<file path="config.mk">
export PLATFORM = sky130hd
export DESIGN_NAME = irq_dispatch
export DESIGN_NICKNAME = d
export VERILOG_FILES = /design/src/rtl/irq_dispatch.sv
export SDC_FILE = /design/constraint.sdc
export NUM_CORES = 1
export LEC_CHECK = 0
export BUFFER_PORTS_ARGS = -buffer_cell sky130_fd_sc_hd__buf_2
export CAP_MARGIN = 20
export CORE_MARGIN = 2
export CORE_UTILIZATION = 30
export DETAILED_ROUTE_END_ITERATION = 10
export GPL_ROUTABILITY_DRIVEN = 1
export PLACE_DENSITY = 0.46
export SLEW_MARGIN = 0
export SYNTH_ARGS = -nofsm -noshare
export SYNTH_HDL_FRONTEND = slang
export SYNTH_SLANG_ARGS = --single-unit
</file>
<file path="constraint.sdc">
create_clock -name clk -period 3.6 [get_ports clk]
set_input_delay 0.72 -clock clk [delete_from_list [all_inputs] [get_ports clk]]
set_output_delay 0.72 -clock clk [all_outputs]
set_load 0.005 [all_outputs]
</file>
<file path="src/rtl/irq_dispatch.sv">
module irq_dispatch #(
  parameter int          AW       = 16,
  parameter int          NW       = 8,
  parameter logic [15:0] TBL_BASE = 16'h0100,
  parameter logic [7:0]  GATE_ON  = 8'hFF
) (
  input  logic          clk,
  input  logic          rst_n,
  input  logic          irq_req,
  input  logic [NW-1:0] irq_num,
  input  logic          int_en,
  input  logic          iret,
  output logic          mem_rd,
  output logic [AW-1:0] mem_addr,
  input  logic [7:0]    mem_rdata,
  output logic          argc_push,
  output logic          frame_save,
  input  logic          seq_ack,
  output logic          ip_load,
  output logic [AW-1:0] ip_value,
  output logic          frame_restore,
  output logic          in_handler,
  output logic          busy
);
  typedef enum logic [2:0] {
    S_IDLE, S_GATE, S_LO, S_HI, S_CHK, S_PUSH, S_SAVE, S_LOAD
  } st_t;

  st_t           st;
  logic          pend;
  logic [NW-1:0] pend_num;
  logic [AW-1:0] entry;
  logic [7:0]    lo_q;
  logic [AW-1:0] hdl_q;

  wire req_ok    = irq_req && int_en;
  wire idle      = (st == S_IDLE);
  wire start     = idle && !iret && (pend || req_ok);
  wire [NW-1:0] sel_num = pend ? pend_num : irq_num;
  wire gate_open = (mem_rdata == GATE_ON);

  wire [AW-1:0] sel_entry = AW'(TBL_BASE) + AW'(sel_num) + AW'({sel_num, 1'b0});

  assign mem_rd     = (st == S_GATE) || (st == S_LO && gate_open) || (st == S_HI);
  assign mem_addr   = (st == S_LO) ? entry + AW'(1) :
                      (st == S_HI) ? entry + AW'(2) : entry;
  assign argc_push  = (st == S_PUSH);
  assign frame_save = (st == S_SAVE);
  assign ip_load    = (st == S_LOAD);
  assign ip_value   = hdl_q;
  assign busy       = !idle || pend;

  always_ff @(posedge clk or negedge rst_n) begin
    if (!rst_n) begin
      st       <= S_IDLE;
      entry    <= '0;
      lo_q     <= '0;
      hdl_q    <= '0;
      pend     <= 1'b0;
      pend_num <= '0;
    end else begin
      if (start) begin
        entry <= sel_entry;
        if (pend) begin
          pend     <= req_ok;
          pend_num <= irq_num;
        end
      end else if (req_ok && !pend) begin
        pend     <= 1'b1;
        pend_num <= irq_num;
      end
      unique case (st)
        S_IDLE: if (start) st <= S_GATE;
        S_GATE: st <= S_LO;
        S_LO:   st <= gate_open ? S_HI : S_IDLE;
        S_HI:   begin lo_q <= mem_rdata; st <= S_CHK; end
        S_CHK:  begin
                  hdl_q <= {mem_rdata, lo_q};
                  st    <= in_handler ? S_LOAD : S_PUSH;
                end
        S_PUSH: if (seq_ack) st <= S_SAVE;
        S_SAVE: if (seq_ack) st <= S_LOAD;
        S_LOAD: st <= S_IDLE;
        default: st <= S_IDLE;
      endcase
    end
  end

  always_ff @(posedge clk or negedge rst_n) begin
    if (!rst_n) begin
      in_handler    <= 1'b0;
      frame_restore <= 1'b0;
    end else begin
      frame_restore <= iret;
      if (iret)         in_handler <= 1'b0;
      else if (ip_load) in_handler <= 1'b1;
    end
  end

  p_rd_consec_r2: assert property (@(posedge clk) disable iff (!rst_n)
    mem_rd && $past(mem_rd) |-> mem_addr == $past(mem_addr) + AW'(1));

  p_ack_hold_r5: assert property (@(posedge clk) disable iff (!rst_n)
    argc_push && !seq_ack |=> argc_push);

  p_push_first_r5: assert property (@(posedge clk) disable iff (!rst_n)
    $rose(frame_save) |-> $past(argc_push) && $past(seq_ack));

  p_set_hdl_r5: assert property (@(posedge clk) disable iff (!rst_n)
    ip_load && !iret |=> in_handler);

  p_no_nest_save_r6: assert property (@(posedge clk) disable iff (!rst_n)
    $rose(argc_push) |-> !in_handler);

  p_iret_r8: assert property (@(posedge clk) disable iff (!rst_n)
    iret |=> !in_handler && frame_restore);

  p_excl_r5: assert property (@(posedge clk) disable iff (!rst_n)
    $onehot0({argc_push, frame_save, ip_load, mem_rd}));

  p_quiet_r7: assert property (@(posedge clk) disable iff (!rst_n)
    !busy && !(irq_req && int_en) |=> !mem_rd);
endmodule

</file>
==> reports/metrics.csv, run 1 <==
metric;value;unit
clock_skew;0.00709;ns
1st_iter_drt_viols;69;
unrepaired_setup_endpoints_after_global_routing;false;
grt_overflow;0;
start_util;31.1;%
layout.cells.most_common;buf_2;
clockBufferDepth;2;
critical_path_arrival;2.94;ns
core_area;0.00830;mm2
fraction_of_synthesis_flops_using_an_asynchronous_set_or_reset_pin;100;%
portBuffers;55;
run_status;finished clean;
finalNetCount;308;
drt_drc_violations_left;0;
cts-resized-gates;0;
synth-edff-count;0;
synth_seq_area_share;46.5;%
worst_setup_path_start_kind;flop;
detail_route.vias_per_cell;4.64;
grt_pass1_vias;1777;
clock_sink_count;48;
detailedPlacementHpwl;4090;um
postRouteWirelength;5400;um
share_of_layout_cells_above_drive_strength_1;40.4;%
post_cts_hold_buffer_count;0;
cts-root-buf;clkbuf_8;
syn_to_final_growth;18.2;%
timing.final.crit_share;77.2;%
cts.repair_timing.setup_buffer_count;0;
firstDrtPassIters;4;
relSlewSlack;45.8;%
num-fill-cells;824;
most-common-layout-cells;buf_2 (55), dfrtp_1 (48), mux2_2 (43), nor2_1 (14), a21oi_1 (12);
seq_cells_post_synth;48;
syn-instance-count;220;
worst-endpoint-required;3.76;ns
power.density_cell_area;963;mW/mm2
global_route.usage.total;11.9;%
synth_area;0.00258;mm2
fin_cells;380;
worst-slew-pin-transition;0.812;ns
timing.reg2reg.setup_slack;0.82;ns
critPathKind;reg -> reg;
r2r.worst_path.cells;8;
setup_viol;0;
die_area;0.00937;mm2
cts-buffers-inserted;5;
antenna_cells;0;
p_leak;1.37;nW
storage_element_area;0.00120;mm2
drtAntennaViolNets;0;
grt_max_degree;36;
final_weighted_congestion_of_routability_driven_global_placement;0.802;
cap_viol_max_count;0;
grt_first_pass_wirelength;9120;um
critical_path.reg2reg.startpoint;pend;
syn_area_per_cell;11.7;um2
synth_warnings;0;
final_max_slew_viol_count;0;
die_span_in_y;96.8;um
period_minus_ws_final;2.78;ns
synth.lib_cells_used.distinct;41;
clock_transition_at_the_register_clock_pins_on_the_worst_setup_and_hold_paths_after_cts;0.08;ns
placedCellCount;373;
crit_fanout;13;
area_used_by_multi_input_combinational_logic;0.00129;mm2
critical_path.endpoint_type;flop;
cts_tree;yes;
avgRoutedWirePerCell;14.2;um
clock_tree.htree_level_count;2;
post_dp_cell_area;0.00292;mm2
min_path_type;in -> async;
final.setup.tns;0;ns
io_pins;61;
max_freq;360;MHz
max-vdd-ir-drop;0.282;mV
worstReg2RegEnd;entry[7];
die-width;96.8;um
vias;1764;
clk_latency;0.30;ns
yosys_most_used_dff;dfrtp_1;
cell_area_after_layout;0.00305;mm2
antenna_found_initial;0;
finalHoldViolCount;0;
std_cell_rows;33;
[registers in the layout (all words and copies together), names as in the netlist]
signal         cells
pend_num           8
lo_q               8
frame_restore      1
ip_value          16
in_handler         1
st                 3
pend               1
entry             10
[kinds of logic after synthesis]
family	after synthesis	synth area share, %
AOI/OAI and AO/OA	38	9.15
muxes	46	20.0
xor gates and xnor gates	12	4.07
and+or+nand+nor	47	10.4
other	1	0.145
DFF	48	46.5
buffers and inverters	17	4.16
adders and majority gates	11	5.62
[cell usage after synthesis (7+ instances only)]
cell type,count,area (um2)
dfrtp_1,48,1200
o21ai_0,11,55.1
nor2_1,14,52.6
xnor2_1,10,87.6
nand2_1,9,33.8
mux2_2,43,484
ha_1,10,125
a21oi_1,12,60.1
buf_4,7,52.6
[where the power goes]
group          internal (W)  switching [W]
logic              0.000783       0.000671
clock network      0.000273       0.000179
registers          0.000806       0.000228
total               0.00186        0.00108
[worst max-delay path: stages, from the launching register on]
cell and delay [ns]:
dfrtp_1 0.68, mux2_2 0.44, ha_1 0.23, fa_1 0.43
a211oi_1 0.28, o21bai_1 0.13, a21oi_1 0.22, xnor2_1 0.15
a21oi_1 0.08
[through the flow]
step	setup WS [ns]	total power (W)	hold slack, ns	util [%]
6_report	0.822	0.00294	0.506	36.8
5_1_grt	0.602	0.00321	0.521	36.8
4_1_cts	0.765	0.00299	0.509	36.8
3_5_place_dp	0.814	0.00252	0.487	35.2
3_3_place_gp	0.815	0.00251	0.481	35.2
2_1_floorplan	0.953	0.00210	0.424	-
[layout make-up]
cell class,count,area share (%)
sequential,48,39.3
timing repair buffer,56,9.26
tap,105,4.30
multi-input combinational,159,42.3
clock buffer,5,2.25
inverter,5,0.615
clock inverter,2,1.97
[routing by layer]
metal  track usage, %  vias to the layer above  share of wire (%)  wire [um]
met4             4.23                        0                1.6         87
met1             17.3                      836                 53       2840
li1                 -                      889                  -          -
met3             1.81                        6                2.7        144
met5                0                        -                  0          0
met2             17.9                       33                 43       2330
[worst max-delay path by stage]
stage | cells past startpoint | to | slack (ns) | from
4_1_cts | 8 | entry[7] | 0.77 | pend
5_1_grt | 8 | entry[7] | 0.60 | pend
3_5_place_dp | 9 | entry[7] | 0.81 | irq_num[1]
6_report | 8 | entry[7] | 0.82 | pend
2_1_floorplan | 9 | entry[7] | 0.95 | pend
3_3_place_gp | 9 | entry[7] | 0.82 | irq_num[1]
(Power assumes the default switching activity.)
==> inputs of run 2 (changes only) <==
==> constraint.sdc (replaced) <==
create_clock -name clk -period 2.79 [get_ports clk]
set_input_delay 0.558 -clock clk [delete_from_list [all_inputs] [get_ports clk]]
set_output_delay 0.558 -clock clk [all_outputs]
set_load 0.005 [all_outputs]
==> run 2 against run 1 <==
Routed wire length down 1.4%. Sequential share of layout area down 0.18 points. Design area up 0.45%. Power up 26%. Clock skew up 0.0015 ns. Non-clock buffer count up 6. Die area unchanged. Register-to-register slack worse by 0.49 ns. Via count down 0.17%. Clock power down 4%. First-iteration DRC count up 5.8%. Flip-flop and latch count unchanged. Critical path type is now reg -> out. Highest routed layer unchanged.
==> reports/metrics.csv, run 2 (synthesis gave the netlist of run 1 again) <==
metric;value;unit
std_cell_rows;33;
final_weighted_congestion_of_routability_driven_global_placement;0.727;
period_minus_ws_final;2.55;ns
vias;1761;
cts-buffers-inserted;5;
clock_skew;0.00864;ns
cts-root-buf;clkbuf_8;
clockBufferDepth;2;
io_pins;61;
worst-endpoint-required;2.23;ns
detail_route.vias_per_cell;4.55;
detailedPlacementHpwl;4150;um
firstDrtPassIters;4;
antenna_found_initial;0;
syn_to_final_growth;18.7;%
max_freq;392;MHz
die_span_in_y;96.8;um
largest_register_ffs;16;
die_area;0.00937;mm2
drt_drc_violations_left;0;
portBuffers;55;
grt_overflow;0;
cts.repair_timing.setup_buffer_count;0;
clk_latency;0.30;ns
clock_transition_at_the_register_clock_pins_on_the_worst_setup_and_hold_paths_after_cts;0.09;ns
worst_setup_path_start_kind;flop;
max-vdd-ir-drop;0.430;mV
layout.cells.most_common;buf_2;
core_area;0.00830;mm2
cap_viol_max_count;0;
final_max_slew_viol_count;0;
postRouteWirelength;5330;um
finalHoldViolCount;0;
min_path_type;in -> async;
most-common-layout-cells;buf_2 (55), dfrtp_1 (48), mux2_2 (43), nor2_1 (14), a21oi_1 (12);
critical_path_arrival;1.99;ns
avgRoutedWirePerCell;13.8;um
final.setup.tns;0;ns
grt_first_pass_wirelength;9270;um
grt_pass1_vias;1766;
clock_sink_count;48;
run_status;finished clean;
fin_cells;387;
power.density_cell_area;1200;mW/mm2
placedCellCount;379;
post_cts_hold_buffer_count;0;
timing.hold.ws;0.125;ns
global_route.usage.total;12.1;%
p_leak;1.38;nW
start_util;31.1;%
die-width;96.8;um
cts_tree;yes;
clock_tree.htree_level_count;2;
antenna_cells;0;
drtAntennaViolNets;0;
unrepaired_setup_endpoints_after_global_routing;false;
setup_viol;0;
critPathKind;reg -> out;
cts-resized-gates;0;
critical_path.endpoint_type;output pin;
finalNetCount;314;
crit_fanout;10;
1st_iter_drt_viols;73;
timing.final.crit_share;91.4;%
grt_max_degree;21;
share_of_layout_cells_above_drive_strength_1;41.8;%
[run 2: cell types whose count changed in the layout (fill, tap and decap cells not counted), sizes merged]
cell	previous run	this run
buf	56	62
bufinv	2	0
clkbuf	5	6
clkinvlp	0	2
[run 2: area by class of cell]
cell class | instances | area, um2
sequential | 48 | 1200
clock buffer | 6 | 82.6
fill | 855 | 5230
timing repair buffer | 62 | 328
inverter | 5 | 18.8
multi-input combinational | 159 | 1290
clock inverter | 2 | 15.0
tap | 105 | 131
[run 2: where the power goes]
part	switching [W]	internal, W
logic	0.000918	0.00105
clock network	0.000235	0.000201
registers	0.000252	0.00104
[run 2: critical path: stages, from the launching register on]
cell and delay, ns:
dfrtp_1 0.55, clkinv_1 0.33, nand3_1 0.20, a21oi_1 0.09
and4_1 0.22, and3_1 0.17, buf_2 0.12
[run 2: path summary, 6_finish.rpt]
| path | startpoint | end | slack (ns) | cells after the start |
|---|---|---|---|---|
| min reg2reg | ip_value[11] | ip_value[11] | 0.51 | 1 |
| min | rst_n | pend_num[5] | 0.12 | 1 |
| max in group asynchronous | rst_n | pend | 2.12 | 2 |
| min in group clk | iret | frame_restore | 0.43 | 1 |
| max reg2reg | pend | entry[6] | 0.33 | 8 |
| max | st[2] | mem_addr[10] | 0.24 | 6 |
[run 2: routing by layer]
metal,vias to the layer above,global-route usage (%),part of all wire [%]
met3,2,2.02,2.6
met2,35,17.8,43
met5,-,0,0
li1,900,-,-
met4,0,3.58,0.77
met1,824,18.2,53
[run 2: stage by stage]
step | power, W | area, um2 | utilization, % | setup WS [ns]
3_3_place_gp | 0.00329 | 2970 | 35.8 | 0.214
6_report | 0.00369 | 3070 | 37.0 | 0.241
5_1_grt | 0.00408 | 3070 | 37.0 | 0.0691
3_5_place_dp | 0.00330 | 2970 | 35.8 | 0.172
4_1_cts | 0.00376 | 3070 | 37.0 | 0.236
2_1_floorplan | 0.00271 | 2600 | - | 0.143
==> inputs of run 3 (changes only) <==
--- a/config.mk
+++ b/config.mk
@@ -7,11 +7,15 @@
 export LEC_CHECK = 0
 export BUFFER_PORTS_ARGS = -buffer_cell sky130_fd_sc_hd__buf_2
 export CAP_MARGIN = 20
+export CELL_PAD_IN_SITES_DETAIL_PLACEMENT = 1
+export CELL_PAD_IN_SITES_GLOBAL_PLACEMENT = 1
 export CORE_MARGIN = 2
 export CORE_UTILIZATION = 30
 export DETAILED_ROUTE_END_ITERATION = 10
 export GPL_ROUTABILITY_DRIVEN = 1
-export PLACE_DENSITY = 0.46
+export GPL_TIMING_DRIVEN = 0
+export PLACE_DENSITY = 0.56
+export RECOVER_POWER = 25
 export SLEW_MARGIN = 0
 export SYNTH_ARGS = -nofsm -noshare
 export SYNTH_HDL_FRONTEND = slang
==> run 3 against run 2 <==
Design area rose by 2.0%. Flip-flop and latch count did not move. Sequential power barely moved. Highest routed layer unchanged. Largest cell class unchanged. Routed wire length rose by 6.3%.
==> reports/metrics.csv, run 3 (synthesis gave the netlist of run 1 again) <==
metric;value;unit
critical_path.endpoint_type;flop;
detail_route.vias_per_cell;4.78;
drtAntennaViolNets;0;
postRouteWirelength;5660;um
worst-slew-pin-transition;0.876;ns
most-common-layout-cells;buf_2 (55), dfrtp_1 (47), mux2_2 (43), nor2_1 (14), a21oi_1 (12);
start_util;31.1;%
clk_latency;0.31;ns
max_freq;387;MHz
drt_drc_violations_left;0;
detailedPlacementHpwl;4450;um
die-width;96.8;um
timing.reg2reg.setup_slack;0.21;ns
std_cell_rows;33;
placedCellCount;385;
grt_max_degree;36;
clock_tree.htree_level_count;2;
grt_first_pass_wirelength;9830;um
layout.cells.most_common;buf_2;
worst-endpoint-required;2.99;ns
critPathKind;reg -> reg;
critical_path.reg2reg.startpoint;pend;
die_area;0.00937;mm2
final_max_slew_viol_count;0;
power.density_cell_area;1220;mW/mm2
largest_register_ffs;16;
timing.critical_path.mode_cell;a21oi_1;
firstDrtPassIters;4;
antenna_found_initial;0;
p_leak;1.42;nW
run_status;finished clean;
worstPathCellList;mux2_2, ha_1, fa_1, a211oi_2, o21bai_1, a21oi_1, xnor2_1, a21oi_1;
setup_viol;0;
die_span_in_y;96.8;um
portBuffers;55;
worst_path_max_delay_cell;dfrtp_4;
min_path_type;in -> async;
io_pins;61;
r2r.worst_path.cells;8;
cts-root-buf;clkbuf_8;
clock_transition_at_the_register_clock_pins_on_the_worst_setup_and_hold_paths_after_cts;0.10;ns
grt_overflow;0;
relSlewSlack;41.6;%
fin_cells;392;
timing.final.crit_share;92.6;%
syn_to_final_growth;21.1;%
global_route.usage.total;12.8;%
finalNetCount;319;
clockBufferDepth;2;
cp_num_buf_inv;0;
cts-buffers-inserted;5;
critical_path_arrival;2.78;ns
unrepaired_setup_endpoints_after_global_routing;false;
avgRoutedWirePerCell;14.4;um
post_dp_cell_area;0.00303;mm2
timing.hold.ws;0.268;ns
clock_sink_count;48;
core_area;0.00830;mm2
cp_slowest_stage_delay;0.55;ns
antenna_cells;0;
vias;1872;
cell_area_after_layout;0.00313;mm2
cts_tree;yes;
period_minus_ws_final;2.58;ns
worst_setup_path_start_kind;flop;
critical-path-top-delay-family;adder cells;
cap_viol_max_count;0;
crit_fanout;13;
1st_iter_drt_viols;28;
grt_pass1_vias;1989;
clock_skew;0.0105;ns
max-vdd-ir-drop;0.389;mV
finalHoldViolCount;0;
final_weighted_congestion_of_routability_driven_global_placement;0.719;
cts.repair_timing.setup_buffer_count;0;
share_of_layout_cells_above_drive_strength_1;42.9;%
post_cts_hold_buffer_count;0;
worstReg2RegEnd;entry[7];
==> run 3: worst reg2reg max path: cells and delay by family, from the launching register on <==
kind	cells	cell delay, ns
flip-flops	1	0.55
AO/OA/AOI/OAI	4	0.67
XOR/XNOR	1	0.15
adder cells (fa/ha/maj)	2	0.69
multiplexers	1	0.42
==> run 3: metal layers <==
| layer | GRT usage, % | routed length [um] |
|---|---|---|
| met1 | 16.9 | 2600 |
| met2 | 20.3 | 2710 |
| met3 | 3.40 | 265 |
| met4 | 4.23 | 83 |
| met5 | 0 | 0 |
==> run 3: timing repair <==
item | in CTS | in global routing
cloned | 0 | 0
endpoints found under the hold margin | 0 | 0
gates resized for setup | 1 | 2
endpoints found under the setup margin | 5 | 2
==> run 3: worst max path at each step <==
stage               startpoint       end  depth (start not counted)
floorplan                 pend  entry[7]                          9
global placement          pend  entry[7]                          9
detailed placement        pend  entry[7]                          9
CTS                       pend  entry[7]                          8
global route              pend  entry[7]                          8
finish                    pend  entry[7]                          8
==> run 3: cell type report <==
cell class | count | area, um2
Multi-Input combinational cell | 159 | 1290
Buffer | 11 | 85.1
Clock buffer | 5 | 68.8
Tap cell | 105 | 131
Clock inverter | 3 | 47.5
Sequential cell | 48 | 1200
Fill cell | 936 | 5170
Inverter | 5 | 18.8
Timing Repair Buffer | 56 | 278
==> run 3: stage by stage <==
| step | setup slack, ns | TNS [ns] | power (W) | util [%] |
|---|---|---|---|---|
| 5_1_grt | 0.0235 | 0 | 0.00420 | 37.7 |
| 3_5_place_dp | -0.320 | -0.838 | 0.00336 | 36.5 |
| 3_3_place_gp | -0.300 | -0.677 | 0.00330 | 36.2 |
| 2_1_floorplan | 0.143 | 0 | 0.00271 | - |
| 6_report | 0.205 | 0 | 0.00383 | 37.7 |
| 4_1_cts | 0.113 | 0 | 0.00389 | 37.8 |
==> run 3: report_power, final <==
group	switching (W)	internal [W]
clock	0.000247	0.000270
sequential	0.000244	0.00105
combinational	0.000964	0.00106
